`config.mk`:
```
export PLATFORM = sky130hd
export DESIGN_NAME = bank_mapper
export DESIGN_NICKNAME = d
export VERILOG_FILES = /design/src/rtl/bank_mapper_pkg.sv /design/src/rtl/bank_map_regs.sv /design/src/rtl/bank_map_xlate.sv /design/src/rtl/bank_map_readback.sv /design/src/rtl/bank_mapper.sv
export SDC_FILE = /design/constraint.sdc
export NUM_CORES = 1
export LEC_CHECK = 0
export ABC_AREA = 1
export CAP_MARGIN = 20
export CORE_MARGIN = 2
export CORE_UTILIZATION = 30
export CTS_CLUSTER_SIZE = 12
export DETAILED_ROUTE_END_ITERATION = 12
export SYNTH_ARGS = -nofsm -noshare
export SYNTH_HDL_FRONTEND = slang
export SYNTH_SLANG_ARGS = --single-unit
```
`constraint.sdc`:
```
create_clock -name clk -period 1.42 [get_ports clk]
set_input_delay 0.142 -clock clk [delete_from_list [all_inputs] [get_ports clk]]
set_output_delay 0.142 -clock clk [all_outputs]
set_load 0.05 [all_outputs]
```
`src/rtl/bank_mapper_pkg.sv`:
```
package bank_mapper_pkg;

    // Reset page for a window: the top window maps page zero, the others map their own index.
    function automatic int unsigned reset_page(input int unsigned idx, input int unsigned nwin);
        return (idx == nwin - 1) ? 0 : idx;
    endfunction

endpackage

```
`src/rtl/bank_map_regs.sv`:
```
module bank_map_regs #(
    parameter int unsigned NUM_WIN = 8,
    parameter int unsigned PAGE_W  = 8
) (
    input  logic                        clk,
    input  logic                        rst_n,
    input  logic                        wr_en,
    input  logic [NUM_WIN-1:0]          sel_mask,
    input  logic [PAGE_W-1:0]           wr_data,
    output logic [NUM_WIN*PAGE_W-1:0]   map_flat
);
    import bank_mapper_pkg::*;

    for (genvar g = 0; g < NUM_WIN; g++) begin : g_win
        localparam logic [PAGE_W-1:0] RST_VAL = PAGE_W'(reset_page(g, NUM_WIN));
        logic [PAGE_W-1:0] page_q;

        always_ff @(posedge clk or negedge rst_n) begin
            if (!rst_n) begin
                page_q <= RST_VAL;
            end else if (wr_en && sel_mask[g]) begin
                page_q <= wr_data;
            end
        end

        assign map_flat[g*PAGE_W +: PAGE_W] = page_q;
    end

endmodule

```
`src/rtl/bank_map_xlate.sv`:
```
module bank_map_xlate #(
    parameter int unsigned LOG_W    = 16,
    parameter int unsigned WIN_BITS = 3,
    parameter int unsigned PAGE_W   = 8,
    localparam int unsigned NUM_WIN = 1 << WIN_BITS,
    localparam int unsigned OFF_W   = LOG_W - WIN_BITS
) (
    input  logic [NUM_WIN*PAGE_W-1:0]  map_flat,
    input  logic [LOG_W-1:0]           log_addr,
    output logic [PAGE_W+OFF_W-1:0]    phys_addr
);
    logic [WIN_BITS-1:0] win_sel;
    logic [PAGE_W-1:0]   page;

    assign win_sel   = log_addr[LOG_W-1 -: WIN_BITS];
    assign page      = map_flat[win_sel*PAGE_W +: PAGE_W];
    assign phys_addr = {page, log_addr[OFF_W-1:0]};

endmodule

```
`src/rtl/bank_map_readback.sv`:
```
module bank_map_readback #(
    parameter int unsigned NUM_WIN = 8,
    parameter int unsigned PAGE_W  = 8
) (
    input  logic                        clk,
    input  logic                        rst_n,
    input  logic                        wr_en,
    input  logic                        rd_en,
    input  logic [NUM_WIN-1:0]          sel_mask,
    input  logic [PAGE_W-1:0]           wr_data,
    input  logic [NUM_WIN*PAGE_W-1:0]   map_flat,
    output logic [PAGE_W-1:0]           acc_out
);
    localparam int unsigned IDX_W = (NUM_WIN > 1) ? $clog2(NUM_WIN) : 1;

    logic [IDX_W-1:0]  pick;
    logic              any_sel;
    logic [PAGE_W-1:0] picked;
    logic [PAGE_W-1:0] last_q;

    // Lowest set mask bit wins: scan from the top so the lowest index is written last.
    always_comb begin
        pick = '0;
        for (int i = NUM_WIN - 1; i >= 0; i--) begin
            if (sel_mask[i]) begin
                pick = IDX_W'(i);
            end
        end
    end

    assign any_sel = |sel_mask;
    assign picked  = map_flat[pick*PAGE_W +: PAGE_W];

    always_ff @(posedge clk or negedge rst_n) begin
        if (!rst_n) begin
            last_q <= '0;
        end else if (rd_en && any_sel) begin
            last_q <= picked;
        end else if (wr_en && any_sel) begin
            last_q <= wr_data;
        end
    end

    assign acc_out = last_q;

endmodule

```
`src/rtl/bank_mapper.sv`:
```
module bank_mapper #(
    parameter int unsigned LOG_W    = 16,
    parameter int unsigned WIN_BITS = 3,
    parameter int unsigned PAGE_W   = 8
) (
    input  logic                                    clk,
    input  logic                                    rst_n,
    input  logic [LOG_W-1:0]                        log_addr,
    output logic [PAGE_W+LOG_W-WIN_BITS-1:0]        phys_addr,
    input  logic                                    wr_en,
    input  logic                                    rd_en,
    input  logic [(1<<WIN_BITS)-1:0]                sel_mask,
    input  logic [PAGE_W-1:0]                       acc_in,
    output logic [PAGE_W-1:0]                       acc_out
);
    localparam int unsigned NUM_WIN = 1 << WIN_BITS;

    logic [NUM_WIN*PAGE_W-1:0] map_flat;

    bank_map_regs #(
        .NUM_WIN (NUM_WIN),
        .PAGE_W  (PAGE_W)
    ) u_regs (
        .clk      (clk),
        .rst_n    (rst_n),
        .wr_en    (wr_en),
        .sel_mask (sel_mask),
        .wr_data  (acc_in),
        .map_flat (map_flat)
    );

    bank_map_xlate #(
        .LOG_W    (LOG_W),
        .WIN_BITS (WIN_BITS),
        .PAGE_W   (PAGE_W)
    ) u_xlate (
        .map_flat  (map_flat),
        .log_addr  (log_addr),
        .phys_addr (phys_addr)
    );

    bank_map_readback #(
        .NUM_WIN (NUM_WIN),
        .PAGE_W  (PAGE_W)
    ) u_rdbk (
        .clk      (clk),
        .rst_n    (rst_n),
        .wr_en    (wr_en),
        .rd_en    (rd_en),
        .sel_mask (sel_mask),
        .wr_data  (acc_in),
        .map_flat (map_flat),
        .acc_out  (acc_out)
    );

endmodule

```
==> results.yml <==
status:
  status: "finished with violations"
  violations: "negative setup slack"
yosys:
  ys_seq_elements: 72
  synth_nets: 608
  ys_warn_count: 0
  yosysUniqueCellTypes: 27
  synth_xor_area_frac: 0
  muxShareOfSynthArea: 0
  ys_seq_area_frac: 0.4305
  synth_compound_area_frac: 0.1836
  synthAdderAreaFrac: 0
  synth_top_family_by_area: "simple AND/OR/NAND/NOR gates"
  synth.top_cell.area_share: 0.3743
  yosysTopAreaCell: "dfrtp_1"
  avgSynthCellArea_um2: 7.363
  yosys.area_share.simple: 0.2549
  synthFlopType: "dfrtp_1"
  synthArstFlopShare: 1.000
  synth_edf_count: 0
  syn_inst: 572
  synth_area_leaders: "dfrtp_1 (37%), nand2_1 (11%), o21ai_0 (10%)"
  synth_area_um2: 4212
critical_path:
  crit_arrival_ns: 1.53
  path_class: "flip-flop to output port"
  cp-start-kind: "flip-flop"
  critPathMaxFanout: 2
  cp_data_required_time_ns: 1.28
  cp-end-kind: "output port"
finish:
  areaGrowthSynthToFinish_pct: 40.14
  final_nets: 681
  drive_above_1_share: 0.3046
  num_antenna_cells: 0
  stdcell_count: 830
  finalInstanceArea_um2: 5902
global_routing:
  antenna_found_initial: 0
  grt-busiest-layer: "met2"
  gr-total-overflow: 0
  gr-usage-met1: 0.2668
  grt_pass1_wl_mm: 22.87
  grt_max_degree: 42
  grt_pass1_vias: 4350
  grt_use_met2: 0.3160
  use_met3: 0.03996
  track_usage: 0.2007
timing:
  finClkSkew_ns: 0.005230
  slew_viol_final: 0
  tightest_slew_ns: 0.4352
  hold_violations: 0
  finalSetupViolCount: 8
  rsz0062_at_grt: "true"
  hold_slack_ns: 0.2822
  tns_ns: -1.492
  fin_crit_ns: 1.674
  fmax_mhz: 597.2
  period_share: 1.179
  slew_headroom: 0.7099
  setup_slack_ns: -0.2545
placed_design:
  place_ws_ns: -0.5275
  finalWeightedCongestion: 0.8764
  dp.cells: 787
  dp.final_hpwl_mm: 9.240
  port_buffers: 38
  post_dp_cell_area_um2: 5049
cts:
  root_buffer: "clkbuf_16"
  htree_levels: 3
  cts_sinks: 72
  numCtsBuffers: 9
  cts_tree: "built"
  cts.reportedPaths.clkPinSlew_ns: 0.06
  clock_path_buffers: 2
  clk_latency_ns: 0.34
pwr:
  p_leak_nw: 2.755
  switching_power_mw: 2.213
  p_int_mw: 4.405
  clkPwrFrac: 0.324
  power_density_nw_per_um2: 1121
  p_seq_frac: 0.381
  combPwrFrac: 0.296
  vdd_drop_max_uv: 578.8
  netSwitchingFraction: 0.3344
route:
  drc: 0
  drtIter0Drc: 368
  drtAntennaViolNets: 0
  wirelength_mm: 14.80
  dr.pass1.iters: 5
  vias: 4359
  vias_per_cell: 5.252
  wl_per_cell_um: 17.84
floorplanning:
  die_y_um: 122.5
  die_w_um: 122.5
  initial_core_util: 0.3058
  num_rows: 43
  core_area_um2: 13770
  io-pin-count: 65
  die_area_um2: 15000
worst_hold_path:
  hold_path_class: "input pin to async pin"
flow_run:
  cap_violations: 0
-- layout make-up --
cell class | count | area [um2]
inverters | 80 | 310.3
multi-input cells | 378 | 2163
flip-flops and latches | 72 | 1813
well taps | 180 | 225.2
repair buffers | 104 | 1106
fillers | 1394 | 7871
clock buffers | 11 | 252.7
clock inverters | 5 | 31.28
-- repair_timing --
action	CTS	global route
setup buffers	20	3
gates resized for setup	64	47
setup endpoints to repair	16	16
hold buffers	1	0
gates cloned	4	1
pin swaps	26	23
hold endpoints to repair	12	0
-- kinds of logic after synthesis --
| kind of cell | count (synthesis) |
|---|---|
| AOI/OAI and AO/OA | 145 |
| buffers and inverters | 123 |
| and+or+nand+nor | 232 |
| DFF | 72 |
-- final timing paths --
| path | startpoint | to | slack, ns | depth (start not counted) |
|---|---|---|---|---|
| setup / recovery | u_regs.g_win[6].page_q[2] | phys_addr[15] | -0.25 | 5 |
| hold reg to reg | u_regs.g_win[1].page_q[7] | u_regs.g_win[1].page_q[7] | 0.49 | 2 |
| max in group asynchronous | rst_n | u_regs.g_win[5].page_q[2] | 0.47 | 3 |
| hold / removal | rst_n | u_regs.g_win[2].page_q[3] | 0.28 | 2 |
| setup reg to reg | u_regs.g_win[4].page_q[3] | u_rdbk.acc_out[3] | 0.14 | 9 |
| min in group clk | log_addr[4] | phys_addr[4] | 0.28 | 0 |
-- sequential cells by signal, summed over array words and instances, names as in the netlist --
| name | cells |
|---|---|
| u_rdbk.acc_out | 8 |
| u_regs.g_win.page_q | 64 |
-- synthesized netlist by cell type (2+ instances only) --
master,number
dfstp_2,9
nor3_4,2
nand2_4,2
buf_6,4
buf_4,14
nand3_1,80
nor2_1,10
inv_1,72
buf_2,4
buf_1,4
nand3b_1,8
dfrtp_1,63
a221oi_1,8
nand2_1,124
inv_2,6
a21oi_1,40
o21ai_0,88
nor3_1,2
a31oi_1,8
clkbuf_1,17
-- cell usage in the layout (no fill, tap or decap), types with 3 or more instances in the layout --
cell type / count
dlymetal6s2s_1: 3
nand2_1: 122
a31oi_2: 6
o21ai_2: 11
a221oi_2: 7
clkbuf_16: 9
nand3_2: 8
dfstp_2: 9
dlygate4sd2_1: 5
a21oi_1: 24
nand3b_1: 8
dfrtp_1: 63
buf_4: 59
o21ai_1: 7
clkdlybuf4s50_1: 11
nand2_2: 3
o21ai_0: 70
inv_1: 52
nor2_1: 10
nand3_1: 72
buf_12: 15
inv_2: 24
a21oi_2: 16
clkinv_2: 3
-- metrics by stage --
stage | util | power (mW)
global route | 0.4285 | 6.942
detailed placement | 0.3666 | 4.154
finish | 0.4285 | 6.618
floorplan | - | 3.576
CTS | 0.4186 | 6.552
global placement | 0.3666 | 4.122
-- critical path, cell delays in order, from the launching register on --
cell	delay [ns]
dfstp_2	0.54
inv_2	0.05
a21oi_2	0.14
a221oi_2	0.07
a31oi_2	0.22
buf_12	0.17
-- metal layers --
metal / share of wire / up-vias
li1: - / 2029
met1: 0.43 / 2055
met2: 0.45 / 228
met3: 0.087 / 47
met4: 0.033 / 0
met5: 0 / -
-- power by group through the flow --
stage	clock, mW	sequential (mW)	combinational (mW)
global route	2.28	2.55	2.11
floorplan	0	2.60	0.979
finish	2.14	2.52	1.96
global placement	0	2.53	1.60
CTS	2.19	2.50	1.86
detailed placement	0	2.53	1.62
(Power assumes the default switching activity.)
